### src/rtl/alarm_sec_pkg.sv
`timescale 1ns/1ps
package alarm_sec_pkg;
  localparam int unsigned SYNC_DEPTH = 2;

  typedef enum logic [1:0] {
    RD_LIVE  = 2'd0,
    RD_HELD  = 2'd1,
    RD_FRESH = 2'd2
  } rd_src_e;
endpackage

### src/rtl/alarm_sec_tick.sv
`timescale 1ns/1ps
module alarm_sec_tick #(
  parameter int unsigned DEPTH = alarm_sec_pkg::SYNC_DEPTH
) (
  input  logic clk_i,
  input  logic rst_ni,
  input  logic tick_i,
  output logic edge_o
);
  localparam int unsigned LEN = DEPTH + 1;

  logic [LEN-1:0] sr_q;

  always_ff @(posedge clk_i or negedge rst_ni) begin
    if (!rst_ni) sr_q <= '0;
    else         sr_q <= {sr_q[LEN-2:0], tick_i};
  end

  // last sync stage high, previous copy low
  assign edge_o = sr_q[DEPTH-1] & ~sr_q[DEPTH];
endmodule

### src/rtl/alarm_sec_hold.sv
`timescale 1ns/1ps
module alarm_sec_hold
  import alarm_sec_pkg::*;
#(
  parameter int unsigned   W         = 8,
  parameter logic [W-1:0]  LIVE_MASK = '0
) (
  input  logic         clk_i,
  input  logic         rst_ni,
  input  logic         en_i,
  input  logic         tick_i,
  input  logic         rd_i,
  input  logic [W-1:0] stat_i,
  output logic [W-1:0] rdata_o
);
  localparam logic [W-1:0] HOLD_MASK = ~LIVE_MASK;

  logic [W-1:0] acc_q, held_q;
  logic         seen_q;
  logic [W-1:0] held_keep, acc_nx;
  rd_src_e      src;

  always_comb begin
    held_keep = (rd_i && !seen_q) ? '0 : held_q;
    acc_nx    = (rd_i && seen_q) ? '0 : (acc_q | (stat_i & HOLD_MASK));
    if (!en_i)       src = RD_LIVE;
    else if (seen_q) src = RD_FRESH;
    else             src = RD_HELD;
  end

  always_ff @(posedge clk_i or negedge rst_ni) begin
    if (!rst_ni) begin
      acc_q  <= '0;
      held_q <= '0;
      seen_q <= 1'b0;
    end else if (!en_i) begin
      acc_q  <= '0;
      held_q <= '0;
      seen_q <= 1'b0;
    end else if (tick_i) begin
      held_q <= held_keep | acc_nx;
      acc_q  <= '0;
      seen_q <= 1'b0;
    end else begin
      held_q <= held_keep;
      acc_q  <= acc_nx;
      seen_q <= seen_q | rd_i;
    end
  end

  for (genvar b = 0; b < W; b++) begin : g_bit
    if (LIVE_MASK[b]) begin : g_live
      assign rdata_o[b] = stat_i[b];
    end else begin : g_held
      assign rdata_o[b] = (src == RD_HELD) ? held_q[b] : stat_i[b];
    end
  end
endmodule

### src/rtl/alarm_sec_latch.sv
`timescale 1ns/1ps
module alarm_sec_latch #(
  parameter int unsigned CNT_W   = 8,
  parameter int unsigned LINE_W  = 8,
  parameter int unsigned LCV_POS = 0
) (
  input  logic              clk_i,
  input  logic              rst_ni,
  input  logic              sec_tick_i,
  input  logic              cnt_hold_en_i,
  input  logic              line_hold_en_i,
  input  logic [CNT_W-1:0]  cnt_stat_i,
  input  logic [LINE_W-1:0] line_stat_i,
  input  logic              cnt_rd_i,
  input  logic              line_rd_i,
  output logic [CNT_W-1:0]  cnt_rdata_o,
  output logic [LINE_W-1:0] line_rdata_o
);
  localparam logic [CNT_W-1:0]  CNT_LIVE  = {{(CNT_W-1){1'b0}}, 1'b1} << LCV_POS;
  localparam logic [LINE_W-1:0] LINE_LIVE = '0;

  logic tick_edge;

  alarm_sec_tick u_tick (
    .clk_i  (clk_i),
    .rst_ni (rst_ni),
    .tick_i (sec_tick_i),
    .edge_o (tick_edge)
  );

  alarm_sec_hold #(.W(CNT_W), .LIVE_MASK(CNT_LIVE)) u_cnt (
    .clk_i   (clk_i),
    .rst_ni  (rst_ni),
    .en_i    (cnt_hold_en_i),
    .tick_i  (tick_edge),
    .rd_i    (cnt_rd_i),
    .stat_i  (cnt_stat_i),
    .rdata_o (cnt_rdata_o)
  );

  alarm_sec_hold #(.W(LINE_W), .LIVE_MASK(LINE_LIVE)) u_line (
    .clk_i   (clk_i),
    .rst_ni  (rst_ni),
    .en_i    (line_hold_en_i),
    .tick_i  (tick_edge),
    .rd_i    (line_rd_i),
    .stat_i  (line_stat_i),
    .rdata_o (line_rdata_o)
  );
endmodule

### config.mk
export PLATFORM = sky130hd
export DESIGN_NAME = alarm_sec_latch
export DESIGN_NICKNAME = d
export VERILOG_FILES = /design/src/rtl/alarm_sec_pkg.sv /design/src/rtl/alarm_sec_tick.sv /design/src/rtl/alarm_sec_hold.sv /design/src/rtl/alarm_sec_latch.sv
export SDC_FILE = /design/constraint.sdc
export NUM_CORES = 1
export LEC_CHECK = 0
export BUFFER_PORTS_ARGS = -buffer_cell sky130_fd_sc_hd__buf_2
export CORE_ASPECT_RATIO = 1.5
export CORE_MARGIN = 4
export CORE_UTILIZATION = 30
export DETAILED_ROUTE_END_ITERATION = 12
export PLACE_DENSITY = 0.49
export SLEW_MARGIN = 20
export SYNTH_ARGS = -nofsm -noshare
export SYNTH_HDL_FRONTEND = slang
export SYNTH_SLANG_ARGS = --single-unit
### constraint.sdc
create_clock -name clk_i -period 2.1 [get_ports clk_i]
set_clock_uncertainty 0.15 [all_clocks]
set_input_delay 0.63 -clock clk_i [delete_from_list [all_inputs] [get_ports clk_i]]
set_output_delay 0.63 -clock clk_i [all_outputs]
set_load 0.03 [all_outputs]
# ---- Word-level counts from Yosys, hierarchy flattened
# Index checks and enable logic that the tools add are counted.
dict set report word_totals {
  register_bits 37
  latch_bits 0
  ramBits 0
  romBits 0
  output_inout_bits 16
  elab_cells 58
  n_memories 0
}
dict set report op_classes {
  n_addsub 0
  mul 0
  div_mod_pow 0
  n_lt_le_gt_ge 0
  eq_ne 2
  n_shift 0
  n_mux 35
  n_bitwise 8
  reduce_logical 6
}
# op count
set ops {}
lappend ops {{$mux W8} 12}
lappend ops {{$or A8 B8 Y8} 4}
lappend ops {{$mux W1} 19}
lappend ops {{$mux W2} 4}
lappend ops {{$eq A2 B1 Y1 const B} 2}
lappend ops {{$logic_and A1 B1 Y1} 4}
lappend ops {{$logic_not A1 Y1} 2}
lappend ops {{$or A1 B1 Y1} 2}
lappend ops {{$and A1 B1 Y1} 1}
lappend ops {{$not A1 Y1} 1}

# ---- Depth between registers and ports, before layout
# Gate-level depths: netlist of run 1.
dict set report logic_depth {
  depth_word 6
  depth_mapped 4
}

# ---- Cells and area by module
# From an unflattened synthesis of run 1, not the netlist that was laid out.
dict set report unflattened {
  hier_cells 178
  hier_area_um2 1783.0
}
# mod instances cells_each area_each_um2 seq_area_each_um2
set by_module_without_submodules {}
lappend by_module_without_submodules {{alarm_sec_hold at u_line} 1 92 892.1 425.4}
lappend by_module_without_submodules {{alarm_sec_hold at u_cnt} 1 82 802.0 375.4}
lappend by_module_without_submodules {alarm_sec_tick 1 4 88.8 75.1}

# ---- Worst setup path after synthesis of run 1
# No wires, ideal clock.
dict set report synth_path {
  path_kind {input-to-output}
  start {input line_hold_en_i}
  end {output line_rdata_o[0]}
  arrival_time_ps 1354
  slack_ps -34
  cell_stages 3
  path_cell_list {nor2b_1 -> buf_6 -> mux2_1}
}
dict set report synth_between {
  elab_chain_cells 3
}
# item line
set synth_lines {}
lappend synth_lines {{start, declared} alarm_sec_latch.sv:11} ;# input logic line_hold_en_i,
lappend synth_lines {{$mux W2} alarm_sec_hold.sv:26} ;# if (!en_i) src = RD_LIVE;
lappend synth_lines {{$eq A2 B1 Y1} alarm_sec_hold.sv:55} ;# assign rdata_o[b] = (src == RD_HELD) ? held_q[b] : stat_i[b];
lappend synth_lines {{$mux W1} alarm_sec_hold.sv:55}
lappend synth_lines {{end, declared} alarm_sec_latch.sv:17} ;# output logic [LINE_W-1:0] line_rdata_o
# Every way passes these cells.

# ---- Final worst setup path of run 1
dict set report layout_path {
  start {input line_hold_en_i}
  end {output line_rdata_o[5]}
}
# The elaborated chain is that of the path after synthesis.

==> impl_metrics.csv, run 1 <==
group,metric,value,unit
route,via_count,1265,
critical_path,crit_path_top_delay_cell,"mux2_4",
floorplan,ios,39,
floorplan,initial_core_util,30.9,%
critical_path,cp_max_fo,8,
clocking,cts_root_buffer,"clkbuf_8",
min_path,worstHoldPathType,"reg -> reg",
critical_path,crit_top_cell,"buf_6",
placement,gp_congestion,0.721,
power_and_ir_drop,ir_worst_vdd,421,uV
sta,fin_setup_tns,-1.77,ns
sta,finalSetupViolCount,15,
synthesis,synthDistinctLibCells,15,
grt,antenna_found_initial,0,
synthesis,syn-num-nets,158,
floorplan,die_area,6520,sq um
clocking,cts_tree,"done",
critical_path,critical_path.max_stage_delay,0.31,ns
critical_path,arrival,1.44,ns
critical_path,cp_top_family,"buffers and inverters",
critical_path,cp_cell_sequence,"buf_6 > nor2b_4 > buf_8 > mux2_4 > buf_6",
synthesis,syn_area,1580,sq um
route,ant_nets,0,
placement,hpwl,2540,um
grt,groute.usage.overall,12.5,%
grt,grt_max_degree,36,
grt,grt.overflow.total,0,
sta,worstMarginPinSlew,0.583,ns
grt,grt_pass1_vias,1365,
sta,period_needed,2.22,ns
route,drt_iter0_markers,58,
floorplan,core_area,5120,sq um
sta,finalHoldViolCount,0,
placement,io_buffer_count,36,
route,drt_wl_total,3890,um
sta,period_share,106,%
synthesis,synth-warning-count,0,
floorplan,die_x,67.3,um
sta,holdWs,0.203,ns
synthesis,postSynthCellCount,135,
outcome,violations,"negative setup slack",
clocking,cts_made_buffers,5,
power_and_ir_drop,p_per_area,752,nW/um^2
finish,final.fill_count,535,
clocking,cts.sinks,35,
sta,rsz0062_at_grt,"yes",
critical_path,cp.required,1.32,ns
clocking,cts-htree-levels,2,
clocking,path_clk_slew,0.06,ns
placement,placed_cells,235,
finish,layout_common_cells,"dfrtp_1, buf_2, nor3_1, buf_6, inv_1",
critical_path,end_kind,"output port",
finish,n_antenna_cell,0,
synthesis,syn_area_per_cell,11.7,sq um
critical_path,crit_type,"in -> out",
finish,nets,198,
placement,placed_cell_area,1840,sq um
flow_run,maxCapViolations,0,
sta,max_freq,0.449,GHz
floorplan,die_y,96.9,um
synthesis,synth-seq-cells,35,
finish,drive_above_1_share,39.8,%
route,drt-vias-per-instance,5.18,
finish,fin_area,2140,sq um
route,dr.pass1.iters,4,
synthesis,yosysSeqAreaShare,55.4,%
power_and_ir_drop,p_leak,0.978,nW
clocking,cts_buffer_depth,2,
sta,slew-limit-headroom,61.0,%
finish,syn2layout_area_growth,35.0,%
floorplan,num_rows,32,
finish,final_common_cell,"dfrtp_1",
grt,grt_first_pass_wirelength,6300,um
finish,finalNonFillerCells,244,
sta,worst_slack,-0.125,ns
critical_path,path_buf_inv,3,
outcome,status,"finished, violations left",
route,wl_per_cell,15.9,um
critical_path,start_kind,"input port",
sta,slew_viol_final,0,
clocking,clk_latency,0.28,ns
route,drc,0,
stage by stage:
stage | worst slack (ns) | util, % | total power [W]
finish | -0.125 | 41.7 | 0.00161
detailed placement | -0.246 | 35.8 | 0.00102
floorplan | -0.00146 | - | 0.000925
CTS | -0.126 | 41.7 | 0.00162
global placement | -0.233 | 35.8 | 0.00101
global route | -0.171 | 41.7 | 0.00169
state kept, by name, indices dropped and copies added (netlist names):
register	cells
u_cnt.held_q	7
u_cnt.seen_q	1
u_line.acc_q	8
u_cnt.acc_q	7
u_line.held_q	8
u_tick.sr_q	3
u_line.seen_q	1
cell families after synthesis:
group / synth area share (%)
buf+inv: 8.54
compound gates: 16.6
simple gates: 8.78
mux: 10.7
flops: 55.4
cells in the mapped netlist, drive strengths merged:
master / instances / area share [%]
nor2: 2 / 0.47
inv: 17 / 4.0
nor2b: 5 / 2.0
o32ai: 15 / 8.3
mux2: 15 / 11
clkbuf: 2 / 0.47
nor3: 17 / 5.4
buf: 10 / 4.0
o2bb2ai: 15 / 8.3
dfrtp: 35 / 55
nand3b: 2 / 0.95
power breakdown:
| group | switching [W] | total, W | internal (W) | leakage (nW) |
|---|---|---|---|---|
| registers | 0.0000182 | 0.000732 | 0.000714 | 0.462 |
| logic | 0.000183 | 0.000341 | 0.000158 | 0.465 |
| clock network | 0.000233 | 0.000533 | 0.000299 | 0.0515 |
worst paths after layout:
check                                                  end  depth (start not counted)  slack [ns]                     start
max in group asynchronous         u_cnt.acc_q[1]$_DFF_PN0_                          2        1.25                    rst_ni
worst max-delay path                       line_rdata_o[5]                          5       -0.12            line_hold_en_i
worst min register to register    u_tick.sr_q[1]$_DFF_PN0_                          0        0.20  u_tick.sr_q[0]$_DFF_PN0_
worst min-delay path              u_tick.sr_q[1]$_DFF_PN0_                          0        0.20  u_tick.sr_q[0]$_DFF_PN0_
min in group asynchronous       u_line.held_q[2]$_DFF_PN0_                          2        0.22                    rst_ni
worst max register to register   u_cnt.held_q[1]$_DFF_PN0_                          3        0.57    u_cnt.seen_q$_DFF_PN0_
cell type report:
type                       count  area [sq um]  area share, %
inverter                      17          63.8           2.99
tap                           68          85.1           3.98
sequential                    35           876           41.0
multi-input combinational     71           642           30.1
timing repair buffer          45           369           17.3
clock buffer                   8           100           4.69
timing repair:
item | 4_1_cts | 5_1_grt
setup buffers | 1 | 0
setup endpoints to repair | 15 | 15
resized for setup | 55 | 0
hold buffers | 0 | 0
pin swaps | 0 | 0
layer usage:
layer / routed length [um] / GRT usage (%)
met5: 0 / 0
met3: 275 / 4.18
met1: 1600 / 14.7
met2: 1970 / 21.2
met4: 44 / 3.28
(Power assumes the default switching activity.)
==> run 2: changes to the inputs <==
==> constraint.sdc (replaced) <==
create_clock -name clk_i -period 2.1 [get_ports clk_i]
set_clock_uncertainty 0.15 [all_clocks]
set_input_delay 0.21 -clock clk_i [delete_from_list [all_inputs] [get_ports clk_i]]
set_output_delay 0.21 -clock clk_i [all_outputs]
set_load 0.03 [all_outputs]
==> run 2 against run 1 <==
  * The flow now finishes without violations
  * Non-clock buffer count fell by 3
  * Setup slack improved by 0.24 ns
  * Critical path type is now reg -> out
  * Clock power increased by 17%
  * Combinational power decreased by 24%
  * Routed wire length fell by 11%
  * Hold slack worse by 0.12 ns
  * Sequential cell count unchanged
  * Cell area shrank 9.0%
  * Power increased by 0.37%
==> impl_metrics.csv, run 2 (synthesized netlist as in run 1, its figures left out) <==
group,metric,value,unit
finish,biggestRegsByFlops,"u_line.acc_q: 8 flops, u_line.held_q: 8 flops",
floorplan,die_area,6520,sq um
clocking,cts_root_buffer,"clkbuf_8",
min_path,worstHoldEndpoint,"u_line.held_q[4]$_DFF_PN0_",
sta,finalHoldViolCount,0,
critical_path,cp.required,1.74,ns
clocking,cts_made_buffers,5,
critical_path,end_kind,"output port",
placement,dp_slack,0.438,ns
critical_path,cp_top_family,"flip-flops",
sta,fin_setup_tns,0,ns
placement,io_buffer_count,36,
finish,layout_common_cells,"buf_2, dfrtp_1, nor3_1",
finish,final_common_cell,"buf_2",
finish,seq_area,876,sq um
critical_path,crit_path_top_delay_cell,"dfrtp_1",
sta,period_needed,1.99,ns
route,drt_wl_total,3470,um
finish,syn2layout_area_growth,22.9,%
critical_path,arrival,1.63,ns
finish,drive_above_1_share,32.4,%
power_and_ir_drop,p_per_area,830,nW/um^2
critical_path,reg2reg_to,"u_line.held_q[5]$_DFF_PN0_",
critical_path,critical_path.max_stage_delay,0.50,ns
finish,final.fill_count,544,
placement,gp_congestion,0.769,
floorplan,die_y,96.9,um
critical_path,path_buf_inv,2,
sta,finalSetupViolCount,0,
power_and_ir_drop,ir_worst_vdd,573,uV
grt,grt_max_degree,36,
clocking,cts-htree-levels,2,
critical_path,start_kind,"flip-flop",
critical_path,r2r_cells,3,
sta,max_freq,0.504,GHz
grt,grt_first_pass_wirelength,6000,um
flow_run,maxCapViolations,0,
critical_path,rrSetupSlack,0.61,ns
route,drt-vias-per-instance,4.90,
grt,grt.overflow.total,0,
route,drc,0,
sta,slew_viol_final,0,
route,dr.pass1.iters,4,
finish,n_antenna_cell,0,
finish,nets,195,
floorplan,die_x,67.3,um
finish,multiInputGateArea,571,sq um
floorplan,core_area,5120,sq um
outcome,status,"finished, final reports clean",
sta,worstMarginPinSlew,0.793,ns
clocking,cts_buffer_depth,2,
clocking,cts.sinks,35,
min_path,holdPathStages,3,
power_and_ir_drop,p_leak,0.876,nW
critical_path,crit_type,"reg -> out",
sta,slew-limit-headroom,47.1,%
clocking,cts-resized-gates,0,
sta,holdWs,0.0834,ns
min_path,hp-start,"line_stat_i[4]",
grt,antenna_found_initial,0,
floorplan,ios,39,
sta,rsz0062_at_grt,"no",
clocking,cts_tree,"done",
critical_path,r2r_start,"u_line.seen_q$_DFF_PN0_",
route,via_count,1180,
critical_path,cp_cell_sequence,"nor2b_1 > buf_4 > mux2_2 > buf_2",
route,wl_per_cell,14.4,um
floorplan,initial_core_util,30.9,%
placement,hpwl,2400,um
critical_path,cp_max_fo,10,
route,ant_nets,0,
clocking,clk_latency,0.29,ns
sta,worst_slack,0.114,ns
grt,groute.usage.overall,12.0,%
sta,period_share,94.6,%
grt,grt_pass1_vias,1317,
clocking,path_clk_slew,0.07,ns
floorplan,num_rows,32,
min_path,worstHoldPathType,"in -> reg",
route,drt_iter0_markers,86,
[run 2: cell count changes in the layout (fill, tap and decap cells not counted), sizes merged]
cell,previous run,this run
buf,45,40
clkbuf,8,6
dlygate4sd3,0,2
bufinv,0,1
clkinv,0,1
[run 2: what timing repair did]
item	in CTS	in global routing
buffers inserted	0	0
hold buffers	2	0
hold endpoints to repair	36	0
[run 2: worst max path at each step]
stage | startpoint | to | slack, ns | cells after the start
floorplan | u_line.seen_q$_DFF_PN0_ | line_rdata_o[0] | 0.51 | 4
global placement | u_cnt.seen_q$_DFF_PN0_ | cnt_rdata_o[5] | 0.46 | 4
detailed placement | u_cnt.seen_q$_DFF_PN0_ | cnt_rdata_o[1] | 0.44 | 4
CTS | u_cnt.seen_q$_DFF_PN0_ | cnt_rdata_o[1] | 0.11 | 4
global route | u_cnt.seen_q$_DFF_PN0_ | cnt_rdata_o[1] | 0.05 | 4
finish | u_cnt.seen_q$_DFF_PN0_ | cnt_rdata_o[1] | 0.11 | 4
[run 2: per-layer routing]
layer | vias to the layer above | GRT usage (%) | part of all wire, %
met4 | 0 | 4.53 | 1.4
met1 | 570 | 13.9 | 43
met2 | 38 | 20.5 | 51
met3 | 5 | 3.25 | 5.5
li1 | 567 | - | -
met5 | - | 0 | 0
[run 2: final cells by class]
cell class	count	area share [%]
Sequential cell	35	45.1
Multi-Input combinational cell	71	29.4
Timing Repair Buffer	42	11.8
Tap cell	68	4.38
Clock buffer	6	4.25
Inverter	17	3.28
Clock inverter	2	1.80
[run 2: power breakdown]
part / leakage (nW) / internal, W / switching (W)
clock: 0.0612 / 0.000384 / 0.000238
sequential: 0.462 / 0.000714 / 0.0000184
combinational: 0.353 / 0.0000951 / 0.000162
[run 2: tightest hold or removal path, stage by stage]
cell       delay (ns)
buf_2            0.08
o2bb2ai_1        0.08
o32ai_1          0.10
[run 2: metrics by stage]
step / utilization [%] / area (sq um) / power (W) / std cells
after CTS: 37.9 / 1940 / 0.00164 / 241
after global routing: 37.9 / 1940 / 0.00170 / 241
after global placement: 35.2 / 1810 / 0.000998 / 231
after floorplan: - / 1580 / 0.000921 / 135
after detailed placement: 35.2 / 1810 / 0.00100 / 231
final: 37.9 / 1940 / 0.00161 / 241
==> run 3: changes to the inputs <==
--- a/config.mk
+++ b/config.mk
@@ -5,12 +5,12 @@
 export SDC_FILE = /design/constraint.sdc
 export NUM_CORES = 1
 export LEC_CHECK = 0
-export BUFFER_PORTS_ARGS = -buffer_cell sky130_fd_sc_hd__buf_2
 export CORE_ASPECT_RATIO = 1.5
 export CORE_MARGIN = 4
 export CORE_UTILIZATION = 30
 export DETAILED_ROUTE_END_ITERATION = 12
-export PLACE_DENSITY = 0.49
+export DONT_BUFFER_PORTS = 1
+export PLACE_DENSITY = 0.43
 export SLEW_MARGIN = 20
 export SYNTH_ARGS = -nofsm -noshare
 export SYNTH_HDL_FRONTEND = slang
==> constraint.sdc (replaced) <==
create_clock -name clk_i -period 2.3 [get_ports clk_i]
set_clock_uncertainty 0.15 [all_clocks]
set_input_delay 0.23 -clock clk_i [delete_from_list [all_inputs] [get_ports clk_i]]
set_output_delay 0.23 -clock clk_i [all_outputs]
set_load 0.03 [all_outputs]
==> run 3 against run 2 <==
  * Non-clock buffer count is 32 lower
  * Critical endpoint unchanged
  * Power fell by 10%
  * Global-route usage up 0.87 points
  * Sequential power fell by 8.2%
  * Combinational power shrank 23%
  * First-iteration DRC count shrank 59%
  * Sequential cell count unchanged
==> impl_metrics.csv, run 3 (synthesized netlist as in run 1, its figures left out) <==
group,metric,value,unit
outcome,status,"finished, final reports clean",
critical_path,cp_max_fo,10,
min_path,worstHoldPathType,"in -> reg",
sta,period_needed,2.09,ns
floorplan,die_area,6520,sq um
grt,grt_first_pass_wirelength,6290,um
route,dr.pass1.iters,4,
route,drt_iter0_markers,35,
sta,finalHoldViolCount,0,
clocking,cts_setup_buffers,0,
finish,fin_area,1820,sq um
power_and_ir_drop,p_leak,0.748,nW
grt,grt.overflow.total,0,
sta,max_freq,0.478,GHz
critical_path,rrSetupSlack,0.79,ns
sta,finalSetupViolCount,0,
finish,biggestRegsByFlops,"u_line.acc_q: 8 flops, u_line.held_q: 8 flops",
route,drc,0,
clocking,cts_buffer_depth,2,
floorplan,initial_core_util,30.9,%
sta,fin_setup_tns,0,ns
finish,drive_above_1_share,14.2,%
critical_path,cp.required,1.92,ns
critical_path,end_kind,"output port",
finish,n_antenna_cell,0,
flow_run,maxCapViolations,0,
critical_path,start_kind,"flip-flop",
route,via_count,1111,
grt,groute.usage.overall,12.9,%
grt,antenna_found_initial,0,
grt,grt_pass1_vias,1251,
clocking,path_clk_slew,0.07,ns
floorplan,die_x,67.3,um
finish,layout_common_cells,"dfrtp_1, nor3_1, inv_1",
power_and_ir_drop,p_per_area,797,nW/um^2
clocking,cts_made_buffers,5,
critical_path,arrival,1.71,ns
clocking,cts_root_buffer,"clkbuf_8",
sta,slew-limit-headroom,58.2,%
clocking,cts-htree-levels,2,
sta,slew_viol_final,0,
grt,grt_max_degree,36,
min_path,holdPathStages,2,
route,wl_per_cell,17.8,um
power_and_ir_drop,ir_worst_vdd,369,uV
clocking,cts-resized-gates,0,
finish,final_common_cell,"dfrtp_1",
finish,nets,163,
floorplan,die_y,96.9,um
critical_path,r2r_cells,2,
floorplan,ios,39,
floorplan,core_area,5120,sq um
placement,gp_congestion,0.741,
placement,hpwl,2480,um
route,ant_nets,0,
clocking,clk_latency,0.28,ns
floorplan,num_rows,32,
placement,io_buffer_count,0,
sta,rsz0062_at_grt,"no",
finish,syn2layout_area_growth,14.8,%
sta,period_share,90.9,%
placement,placed_cell_area,1620,sq um
clocking,cts.sinks,35,
clocking,cts_tree,"done",
route,drt_wl_total,3720,um
route,drt-vias-per-instance,5.32,
critical_path,crit_type,"reg -> out",
clocking,holdBufCountCts,7,
sta,worstMarginPinSlew,0.625,ns
[run 3: changes by cell type in the layout (fill, tap and decap cells not counted)]
| cell | previous run | this run |
|---|---|---|
| buf_4 | 4 | 3 |
| buf_2 | 36 | 0 |
| buf_12 | 0 | 1 |
| dlygate4sd3_1 | 2 | 6 |
[run 3: critical path, stage by stage (launching register included)]
cell,delay [ns]
dfrtp_1,0.50
nor2b_1,0.30
buf_4,0.21
mux2_2,0.42
[run 3: power by group]
group,switching [W],leakage [nW],internal (W)
Combinational,0.000131,0.225,0.0000670
Sequential,0.0000206,0.462,0.000652
Clock,0.000225,0.0612,0.000351
Total,0.000377,0.748,0.00107
[run 3: layout make-up]
type | count | area (sq um)
Clock inverter | 2 | 35.0
Fill cell | 560 | 3310
Timing Repair Buffer | 10 | 103
Multi-Input combinational cell | 71 | 571
Clock buffer | 6 | 82.6
Tap cell | 68 | 85.1
Sequential cell | 35 | 876
Inverter | 17 | 63.8
[run 3: stage by stage]
stage | utilization (%) | std cells | hold slack, ns | power [W] | setup slack (ns)
after floorplan | - | 135 | -0.216 | 0.000841 | 0.689
after global placement | 31.6 | 194 | -0.214 | 0.000854 | 0.571
after detailed placement | 31.6 | 194 | -0.214 | 0.000859 | 0.545
after CTS | 35.4 | 209 | 0.00107 | 0.00147 | 0.216
after global routing | 35.4 | 209 | 0.00257 | 0.00152 | 0.0921
final | 35.4 | 209 | 0.00936 | 0.00145 | 0.209
[run 3: path summary, 6_finish.rpt]
| path | start | to |
|---|---|---|
| hold / removal | line_rd_i | u_line.acc_q[5]$_DFF_PN0_ |
| max in group asynchronous | rst_ni | u_cnt.held_q[4]$_DFF_PN0_ |
| hold reg to reg | u_tick.sr_q[0]$_DFF_PN0_ | u_tick.sr_q[1]$_DFF_PN0_ |
| setup reg to reg | u_line.seen_q$_DFF_PN0_ | u_line.held_q[0]$_DFF_PN0_ |
| setup / recovery | u_cnt.seen_q$_DFF_PN0_ | cnt_rdata_o[1] |
| min in group asynchronous | rst_ni | u_line.acc_q[4]$_DFF_PN0_ |
[run 3: routing by layer]
metal	up-vias	track usage, %	share of wire [%]
li1	504	-	-
met1	569	14.3	39
met2	32	21.8	53
met3	6	4.76	6.7
met4	0	4.69	1.6
met5	-	0	0
